**src/rtl/burst_pkg.sv**
```systemverilog
package burst_pkg;
    localparam int COL_W  = 8;
    localparam int BEAT_W = 3;
    localparam logic [2:0] BL_FULL = 3'd7;

    typedef enum logic { ORD_LINEAR = 1'b0, ORD_XOR = 1'b1 } order_e;

    typedef struct packed {
        logic [COL_W-1:0] base;
        logic [2:0]       code;
        order_e           order;
    } burst_cfg_t;

    function automatic logic is_full(input logic [2:0] code);
        return code == BL_FULL;
    endfunction

    // beats minus one, as a low-bit mask
    function automatic logic [BEAT_W-1:0] beat_mask(input logic [2:0] code);
        case (code)
            3'd1:    return BEAT_W'(1);
            3'd2:    return BEAT_W'(3);
            3'd3:    return BEAT_W'(7);
            default: return '0;
        endcase
    endfunction
endpackage

```
**src/rtl/burst_addr_map.sv**
```systemverilog
module burst_addr_map
    import burst_pkg::*;
(
    input  burst_cfg_t       cfg,
    input  logic [BEAT_W-1:0] beat,
    output logic [COL_W-1:0] addr
);
    logic [COL_W-1:0] mask_w;
    logic [COL_W-1:0] lin_low;

    assign mask_w  = COL_W'(beat_mask(cfg.code));
    assign lin_low = cfg.base + COL_W'(beat);

    always_comb begin
        if (cfg.order == ORD_XOR)
            addr = cfg.base ^ (COL_W'(beat) & mask_w);
        else
            addr = (cfg.base & ~mask_w) | (lin_low & mask_w);
    end
endmodule

```
**src/rtl/burst_seq_ctrl.sv**
```systemverilog
module burst_seq_ctrl
    import burst_pkg::*;
(
    input  logic             clk,
    input  logic             rst,
    input  logic             cke,
    input  logic             start,
    input  burst_cfg_t       cfg_in,
    input  logic             stop,
    input  logic [COL_W-1:0] map_addr,
    output burst_cfg_t       cfg_q,
    output logic [BEAT_W-1:0] next_beat,
    output logic [COL_W-1:0] col_q,
    output logic             busy_q,
    output logic             last_q
);
    logic              en_q;
    logic [BEAT_W-1:0] beat_q;
    logic              full_q;

    assign next_beat = beat_q + BEAT_W'(1);
    assign full_q    = is_full(cfg_q.code);

    always_ff @(posedge clk) begin
        if (rst) begin
            en_q   <= 1'b1;
            cfg_q  <= '0;
            beat_q <= '0;
            col_q  <= '0;
            busy_q <= 1'b0;
            last_q <= 1'b0;
        end else begin
            en_q <= cke;
            if (en_q) begin
                if (start) begin
                    cfg_q  <= cfg_in;
                    beat_q <= '0;
                    col_q  <= cfg_in.base;
                    busy_q <= 1'b1;
                    last_q <= !is_full(cfg_in.code) && (beat_mask(cfg_in.code) == '0);
                end else if (busy_q) begin
                    if (full_q) begin
                        if (stop) busy_q <= 1'b0;
                        else      col_q  <= col_q + COL_W'(1);
                    end else if (last_q) begin
                        busy_q <= 1'b0;
                        last_q <= 1'b0;
                    end else begin
                        beat_q <= next_beat;
                        col_q  <= map_addr;
                        last_q <= (next_beat == beat_mask(cfg_q.code));
                    end
                end
            end
        end
    end

    a_r7_last_needs_busy: assert property (@(posedge clk) disable iff (rst)
        last_q |-> busy_q);
    a_r5_full_no_last: assert property (@(posedge clk) disable iff (rst)
        (busy_q && full_q) |-> !last_q);
    a_r9_hold_when_disabled: assert property (@(posedge clk) disable iff (rst)
        !en_q |=> ($stable(col_q) && $stable(busy_q) && $stable(last_q)));
    a_r2_start_loads: assert property (@(posedge clk) disable iff (rst)
        (en_q && start) |=> (busy_q && col_q == $past(cfg_in.base)));
    a_r6_stop_ends_full: assert property (@(posedge clk) disable iff (rst)
        (en_q && busy_q && full_q && stop && !start) |=> (!busy_q && $stable(col_q)));
    a_r5_full_step: assert property (@(posedge clk) disable iff (rst)
        (en_q && busy_q && full_q && !stop && !start) |=> (col_q == $past(col_q) + COL_W'(1)));
    a_r7_end_after_last: assert property (@(posedge clk) disable iff (rst)
        (en_q && last_q && !start) |=> !busy_q);
endmodule

```
**src/rtl/burst_col_gen.sv**
```systemverilog
module burst_col_gen
    import burst_pkg::*;
(
    input  logic             clk,
    input  logic             rst,
    input  logic             cke,
    input  logic             start,
    input  logic [COL_W-1:0] start_col,
    input  logic [2:0]       blen,
    input  logic             interleave,
    input  logic             stop,
    output logic [COL_W-1:0] col,
    output logic             busy,
    output logic             last_beat
);
    burst_cfg_t        cfg_in;
    burst_cfg_t        cfg_q;
    logic [BEAT_W-1:0] next_beat;
    logic [COL_W-1:0]  map_addr;

    assign cfg_in.base  = start_col;
    assign cfg_in.code  = blen;
    assign cfg_in.order = interleave ? ORD_XOR : ORD_LINEAR;

    burst_addr_map u_map (
        .cfg  (cfg_q),
        .beat (next_beat),
        .addr (map_addr)
    );

    burst_seq_ctrl u_ctrl (
        .clk       (clk),
        .rst       (rst),
        .cke       (cke),
        .start     (start),
        .cfg_in    (cfg_in),
        .stop      (stop),
        .map_addr  (map_addr),
        .cfg_q     (cfg_q),
        .next_beat (next_beat),
        .col_q     (col),
        .busy_q    (busy),
        .last_q    (last_beat)
    );
endmodule

```
**config.mk**
```make
export PLATFORM = sky130hd
export DESIGN_NAME = burst_col_gen
export DESIGN_NICKNAME = d
export VERILOG_FILES = /design/src/rtl/burst_pkg.sv /design/src/rtl/burst_addr_map.sv /design/src/rtl/burst_seq_ctrl.sv /design/src/rtl/burst_col_gen.sv
export SDC_FILE = /design/constraint.sdc
export NUM_CORES = 1
export LEC_CHECK = 0
export BUFFER_PORTS_ARGS = -buffer_cell sky130_fd_sc_hd__buf_2
export CAP_MARGIN = 20
export CORE_UTILIZATION = 50
export CTS_CLUSTER_DIAMETER = 100
export DETAILED_ROUTE_END_ITERATION = 10
export PLACE_DENSITY = 0.7
export SYNTH_ARGS = -nofsm -noshare
export SYNTH_HDL_FRONTEND = slang
export SYNTH_SLANG_ARGS = --single-unit
export TNS_END_PERCENT = 20
```
**constraint.sdc**
```tcl
create_clock -name clk -period 2.6 [get_ports clk]
set_input_delay 0.39 -clock clk [delete_from_list [all_inputs] [get_ports clk]]
set_output_delay 0.39 -clock clk [all_outputs]
set_load 0.03 [all_outputs]
```
### Word-level counts from Yosys, hierarchy flattened

Cells that the tools add are included.

* register bits after elaboration: 26
* word-level logic and storage cells: 69
* bits in latches: 0
* input bits: 17
* output and inout port bits: 10
* RAM bits: 0
* memories kept: 0
* bits in read-only memories: 0

* mux-type cells: 31
* shift operators: 0
* div/mod/pow operators: 0
* order comparisons: 0
* multiply operators: 0
* add/sub/neg operators: 3
* bitwise logic cells: 6
* eq/ne operators: 13
* reduce and logical (&&, ||, !) cells: 8

Operators by type and width (number)
* $mux 8: 6
* $mux 3: 13
* $pmux 3 s3: 2
* $eq 3x2->1 const B: 4
* $mux 1: 10
* $add 8x1->8 const B: 1
* $add 8x3->8: 1
* $and 8x3->8: 1
* $and 8x8->8: 1
* $not 3->8: 1
* $or 8x8->8: 1
* $reduce_and 4->1: 2
* $xor 8x8->8: 1
* $eq 3x1->1 const B: 2
* $eq 3x3->1 const B: 2
* $ne 3x3->1 const B: 2
* $ne 2x2->1 const B: 2
* $add 3x1->3 const B: 1
* $and 3x3->3: 1
* $eq 3x3->1: 1
* $logic_not 3->1: 1
* $reduce_and 3->1: 1
* $reduce_and 2->1: 1
* $reduce_bool 2->1: 1
* other kinds (2): 2

### Longest topological paths before layout

Gate-level depths: netlist (run 1).

* depth after elaboration: 13
* mapped depth: 8
* gate-level depth less buffers: 8

### Cells and area by module

A second synthesis (run 1) with hierarchy kept.

* cells, all modules: 213
* area, all modules: 1711.6 µm²

Modules (own cells, without submodules)
* burst_seq_ctrl: sequential area each 520.5 µm², area each 1497.7 µm², cells each 185, instances 1
* burst_addr_map: sequential area each 0.0 µm², area each 214.0 µm², cells each 28, instances 1

### Worst setup path after synthesis (run 1)

Ideal clock, no wire load.

* path kind: register to register
* from: register u_ctrl.beat_q[0]
* to: register u_ctrl.col_q[2]
* library setup time: 0.096 ns
* data arrival time: 2.105 ns
* period minus slack after synthesis: 2.201 ns
* cell stages (with the launch flop): 8
* path slack: 0.399 ns
* data required time: 2.504 ns
* cell sequence: dfxtp_1 ha_1 fa_1 xor3_1 a32oi_1 xnor2_1 a211oi_2 o41ai_2

* cells in the longest elaborated chain, start to end: 9

Ends and longest elaborated chain
* from (decl): RTL line burst_seq_ctrl.sv:18 `logic [BEAT_W-1:0] beat_q;`
* from (signal assigned): RTL line burst_seq_ctrl.sv:49 `beat_q <= next_beat;`
* $add 3x1->3 *: RTL line burst_seq_ctrl.sv:21 `assign next_beat = beat_q + BEAT_W'(1);`
* $add 8x3->8: RTL line burst_addr_map.sv:12 `assign lin_low = cfg.base + COL_W'(beat);`
* $and 8x3->8: RTL line burst_addr_map.sv:18 `addr = (cfg.base & ~mask_w) | (lin_low & mask_w);`
* $or 8x8->8: RTL line burst_addr_map.sv:18
* $mux 8 *: RTL line burst_addr_map.sv:15 `if (cfg.order == ORD_XOR)`
* $mux 8 *: RTL line burst_seq_ctrl.sv:45 `end else if (last_q) begin`
* $mux 8 *: RTL line burst_seq_ctrl.sv:42 `if (full_q) begin`
* $mux 8 *: RTL line burst_seq_ctrl.sv:41 `end else if (busy_q) begin`
* $mux 8 *: RTL line burst_seq_ctrl.sv:35 `if (start) begin`
* to (signal assigned): RTL line burst_seq_ctrl.sv:38 `col_q <= cfg_in.base;`
* to (signal assigned): RTL line burst_seq_ctrl.sv:44 `else col_q <= col_q + COL_W'(1);`
* to (signal assigned): RTL line burst_seq_ctrl.sv:50 `col_q <= map_addr;`
* to (decl): RTL line burst_seq_ctrl.sv:13 `output logic [COL_W-1:0] col_q,`

Mark *: on every way between the ends. The rest lies on a longest branch, timed or not. The select of a mux whose other input is x is not followed.
A chain may end at the register's enable or synchronous reset.

### Final worst setup path (run 1)

Same ends and word-level chain as after synthesis.

==> flow_summary.ini, run 1 <==
[detailed_routing]
wl_met2_um = 1668
viasPerCell = 5.849
vias = 1398
wl_met1_um = 1656
drt-initial-drc-count = 66
detail_route.wl_per_cell_um = 14.59
wl_um = 3488
routed.top_layer = met4
drc = 4
ant_nets = 0
dr.pass1.iters = 7
wl_met3_um = 124

[power_and_ir_drop]
irDropWorstVdd_mv = 0.2751
power_switching_w = 0.0002765
seqPwrFrac = 0.492
p_clk_frac = 0.317
power_w = 0.0009258
p_per_area_nw_per_um2 = 548.1
pwr-share-comb = 0.190
power_report.internal_total_w = 0.0006493
cellLeakagePower_nw = 0.7033
switching_share = 0.2987

[placement]
postPlaceCellArea_sq_um = 1637
gp_congestion = 0.9046
io_buffers = 26
hpwl_um = 2440

[clock_tree]
htreeDepth = 1
cts-root-buf = clkbuf_4
clk_pin_slew_ps = 160
post_cts_buffers = 0
cts_max_path_buffers = 2
clk_latency_ps = 350
holdBufCountCts = 0
cts_tree = built
clkSinkCount = 26
cts_buffers = 3
ctsResizeCount = 0

[setup_path]
end_kind = flip-flop
crit_required_ps = 2850
startpoint_type = flip-flop
critPathKind = flip-flop to flip-flop
arrival_ps = 2690
path_max_fanout = 4

[min_path]
hold_path.class = input pin to flip-flop

[finish]
fin_area_sq_um = 1689
drive_gt1_frac = 0.1779
syn_to_final_growth_pct = 12.50
fin_nets = 233
fillCellCount = 271
n_antenna_cell = 0

[timing]
fin_setup_tns_ps = 0
period_minus_slack_ps = 2432
fin_crit_sh = 0.9355
clock.fmax_mhz = 411.1
hold_slack_ps = 234.9
slew_viol_final = 0
rsz0062_at_grt = no
relSlewSlack = 0.6522
hold_viol_final = 0
setup_viol = 0
skew_ps = 12.81
tightestPinTransition_ps = 521.7

[logic_synthesis]
synth.yosys.seq_area_share = 0.3467
syn_avg_cell_area_sq_um = 8.029
synth_area_sq_um = 1501
synth_edf_count = 0
async_flop_share = 0
ys_types = 43
ys_ff_latch = 26
syn_nets = 211
synth.yosys.warnings = 0
synthCells = 187
synth-main-ff-cell = dfxtp_1

[die]
die_area_sq_um = 3226
num_io_pins = 27
placementRows = 19
die_y_um = 56.80
start_util = 0.5352
core_area_sq_um = 2805
dieWidth_um = 56.80

[global_routing]
antenna_found_initial = 0
grt_max_degree = 30
overflow = 0
first_global_vias = 1337
grt_pass1_wl_um = 5920
track_usage = 0.2352

[job]
maxCapViolations = 0

[status]
status = finished, violations left
violations = DRC
-- per-stage QoR --
step	utilization	std cells	setup WS, ps
CTS	0.6021	239	176.5
global placement	0.5834	235	325.8
detailed placement	0.5834	235	217.0
global route	0.6021	239	103.3
floorplan	-	187	398.9
finish	0.6021	239	167.7
-- cell usage in the layout, fill, tap and decap left out, types with 2 or more instances in the layout --
cell type	synthesis	layout
a211oi_1	6	6
a21oi_1	18	18
buf_2	3	26
buf_4	1	2
clkbuf_4	0	3
dfxtp_1	26	26
ha_1	6	6
inv_1	2	2
mux2i_1	4	4
nand2_1	35	35
nand3_1	4	4
nand3b_1	4	4
nor2_1	15	15
nor2b_1	4	4
nor3_1	2	2
nor3b_1	2	2
nor4_1	3	3
o211ai_1	2	2
o21ai_0	11	11
o41ai_1	2	2
or4_1	2	2
xnor2_1	3	3
xor2_1	5	5
-- cell type report --
type / instances / area (sq um) / share of cell area
Multi-Input combinational cell: 148 / 924.6 / 0.5474
Sequential cell: 26 / 520.5 / 0.3081
Timing Repair Buffer: 28 / 145.1 / 0.08593
Tap cell: 31 / 38.79 / 0.02296
Clock inverter: 1 / 30.03 / 0.01778
Clock buffer: 3 / 22.52 / 0.01333
Inverter: 2 / 7.507 / 0.004444
-- kinds of logic (layout without fill, tap and decap cells) --
| group | Yosys count | count (layout) | share of synthesized area |
|---|---|---|---|
| AO/OA/AOI/OAI | 49 | 49 | 0.2100 |
| XOR/XNOR | 9 | 9 | 0.06250 |
| adder cells (fa/ha/maj) | 7 | 7 | 0.06333 |
| buffers and inverters | 13 | 34 | 0.03750 |
| flip-flops | 26 | 26 | 0.3467 |
| multiplexers | 4 | 4 | 0.02667 |
| AND/OR/NAND/NOR | 79 | 79 | 0.2533 |
-- worst max-delay path, stage by stage, from the launching register on --
cell and delay (ps):
dfxtp_1 380, ha_1 360, fa_1 430, xor3_1 360, a32oi_1 230, xnor2_1 170, a211oi_2 110, o41ai_2 310
-- layer usage --
layer | track usage | vias up
li1 | - | 706
met1 | 0.2967 | 659
met2 | 0.4218 | 28
met3 | 0.02074 | 5
met4 | 0.07317 | 0
met5 | 0 | -
-- synth_stat cells, types with 2 or more instances --
library cell / n / share of area
o21ai_0: 11 / 0.037
xor2_1: 5 / 0.029
or4_1: 2 / 0.010
mux2i_1: 4 / 0.027
buf_2: 3 / 0.010
nand3b_1: 4 / 0.020
clkbuf_1: 7 / 0.018
o211ai_1: 2 / 0.010
nor2b_1: 4 / 0.017
ha_1: 6 / 0.050
a211oi_1: 6 / 0.030
dfxtp_1: 26 / 0.35
nor3_1: 2 / 0.0067
nor4_1: 3 / 0.013
a21oi_1: 18 / 0.060
nand2_1: 35 / 0.088
xnor2_1: 3 / 0.018
inv_1: 2 / 0.0050
o41ai_1: 2 / 0.012
nand3_1: 4 / 0.013
nor3b_1: 2 / 0.010
nor2_1: 15 / 0.037
-- power by group through the flow --
stage / logic (W) / registers [W] / clock network (W)
2_1_floorplan: 0.000100 / 0.000484 / 0
3_3_place_gp: 0.000171 / 0.000462 / 0
3_5_place_dp: 0.000176 / 0.000463 / 0
4_1_cts: 0.000177 / 0.000455 / 0.000295
5_1_grt: 0.000196 / 0.000460 / 0.000311
6_report: 0.000176 / 0.000456 / 0.000294
-- final timing paths --
path | startpoint | end | slack, ps | cells after the start
setup / recovery | u_ctrl.beat_q[0] | u_ctrl.col_q[2] | 170 | 7
setup reg to reg | u_ctrl.beat_q[0] | u_ctrl.col_q[2] | 170 | 7
hold reg to reg | u_ctrl.cfg_q[10] | u_ctrl.cfg_q[10] | 470 | 2
hold / removal | cke | u_ctrl.en_q | 230 | 2
-- flip-flops by register name, indices dropped and copies added (netlist names) --
register and cells:
u_ctrl.beat_q 3, u_ctrl.cfg_q 12, u_ctrl.busy_q 1, u_ctrl.en_q 1
u_ctrl.col_q 8, u_ctrl.last_q 1
Note: power is estimated with default switching activity, not from simulation.
==> run 2: changes to the inputs <==
Settings changed: CORE_UTILIZATION 50 to 49, PLACE_DENSITY 0.7 to 0.71.
Clock period 2.6 ns to 2.13 ns, I/O delays scaled along.
==> run 2 against run 1 <==
  * The flow now finishes without violations
  * Sequential power up 22%
  * Cell area up 2.8%
  * Via count up 1.1%
  * Flip-flop and latch count is the same
  * Total power increased by 11%
  * Global-route usage decreased by 1.7 points
  * Register-to-register slack barely moved
==> flow_summary.ini, run 2 (synthesized netlist as in run 1, its figures left out) <==
[global_routing]
gr-usage-met2 = 0.3704
track_usage = 0.2186
grt_util_met3 = 0.02041
grt_max_degree = 30
grt-busiest-layer = met2
grt_pass1_wl_um = 5630
antenna_found_initial = 0
overflow = 0
grtUsageMet1 = 0.2835
first_global_vias = 1308

[status]
status = finished, final reports clean

[power_and_ir_drop]
irDropWorstVdd_mv = 0.3833
seqPwrFrac = 0.540
power_switching_w = 0.0003173
power_report.internal_total_w = 0.0007122
cellLeakagePower_nw = 0.7163
p_per_area_nw_per_um2 = 592.8
p_clk_frac = 0.244
pwr-share-comb = 0.216
switching_share = 0.3082

[finish]
n_antenna_cell = 0
final_cell_mix = nand2_1 (35), buf_2 (26), dfxtp_1 (24), a21oi_1 (18), nor2_1 (15)
syn_to_final_growth_pct = 15.67
largest_reg_flops = 12
fin_nets = 238
fillCellCount = 272
post-route-util = 0.6139
fin_area_sq_um = 1737
top_register = u_ctrl.cfg_q
drive_gt1_frac = 0.2254
reg.largest.list = u_ctrl.cfg_q: 12 flops, u_ctrl.col_q: 8 flops, u_ctrl.beat_q: 3 flops
final_common_cell = nand2_1

[clock_tree]
cts-root-buf = clkbuf_4
cts_tree = built
cts_max_path_buffers = 2
cts_buffers = 3
holdBufCountCts = 0
htreeDepth = 1
clk_pin_slew_ps = 140
clk_latency_ps = 320
clkSinkCount = 26

[timing]
tightestPinTransition_ps = 576.4
fin_crit_sh = 0.9167
setup_viol = 0
slew_viol_final = 0
relSlewSlack = 0.6145
clock.fmax_mhz = 512.1
hold_viol_final = 0
period_minus_slack_ps = 1953
skew_ps = 2.140
rsz0062_at_grt = no

[setup_path]
end_kind = flip-flop
startpoint_type = flip-flop
arrival_ps = 2190
critPathKind = flip-flop to flip-flop
crit_required_ps = 2370
path_max_fanout = 3

[detailed_routing]
wl_um = 3303
ant_nets = 0
viasPerCell = 5.795
drt-initial-drc-count = 50
dr.pass1.iters = 4
vias = 1414
drc = 0
detail_route.wl_per_cell_um = 13.54

[die]
dieWidth_um = 57.36
num_io_pins = 27
die_y_um = 57.36
start_util = 0.5307
die_area_sq_um = 3290
core_area_sq_um = 2829
placementRows = 19

[job]
maxCapViolations = 0

[placement]
gp_congestion = 0.7992
hpwl_um = 2400
postPlaceCellArea_sq_um = 1680
io_buffers = 26

[min_path]
hold_path.class = input pin to flip-flop
## run 2: cell count changes in the layout (fill, tap and decap cells not counted), sizes merged
cell / previous run / this run
buf: 28 / 33
bufinv: 1 / 0
clkbuf: 3 / 4
## run 2: final timing paths
kind | start | end | slack [ps] | cells after the start
worst max-delay path | u_ctrl.beat_q[0] | u_ctrl.col_q[2] | 180 | 8
worst min-delay path | cke | u_ctrl.en_q | 170 | 2
worst max register to register | u_ctrl.beat_q[0] | u_ctrl.col_q[2] | 180 | 8
worst min register to register | u_ctrl.cfg_q[11] | u_ctrl.cfg_q[11] | 470 | 2
## run 2: timing repair
| action | CTS | global route |
|---|---|---|
| resized for setup | 3 | 1 |
| buffers inserted | 1 | 0 |
| endpoints found under the setup margin | 1 | 5 |
| gates cloned | 0 | 0 |
| pin swaps | 6 | 0 |
## run 2: power by group through the flow
stage          clock (W)  combinational, W  sequential (W)
6_report        0.000252          0.000222        0.000556
2_1_floorplan          0          0.000123        0.000591
5_1_grt         0.000276          0.000246        0.000562
3_5_place_dp           0          0.000219        0.000566
4_1_cts         0.000260          0.000222        0.000555
3_3_place_gp           0          0.000217        0.000564
## run 2: worst max-delay path, stage by stage (launching register included)
cell and delay, ps:
dfxtp_2 380, inv_1 60, ha_2 180, fa_2 350, xor3_1 180, a32oi_1 250
xnor2_1 170, a211oi_2 90, o41ai_2 200
## run 2: through the flow
stage	hold slack (ps)	total power [W]	setup WS (ps)	std cells	setup TNS, ps
after floorplan	423.3	0.0007140	11.50	187	0
after global placement	444.2	0.0007804	-35.09	239	-35.09
after detailed placement	452.4	0.0007854	-104.3	239	-104.3
after CTS	163.1	0.001037	57.19	244	0
after global routing	162.5	0.001085	80.36	244	0
final	171.5	0.001030	177.4	244	0
## run 2: routing by layer
layer | share of wire | vias up | wire (um)
li1 | - | 712 | -
met1 | 0.47 | 666 | 1552
met2 | 0.48 | 30 | 1594
met3 | 0.032 | 6 | 105
met4 | 0.015 | 0 | 50
met5 | 0 | - | 0
## run 2: final cells by class
class	count	area (sq um)	share of cell area
Clock buffer	4	36.28	0.02089
Sequential cell	26	523.0	0.3012
Inverter	2	7.507	0.004323
Multi-Input combinational cell	148	948.4	0.5461
Tap cell	31	38.79	0.02233
Timing Repair Buffer	33	182.7	0.1052
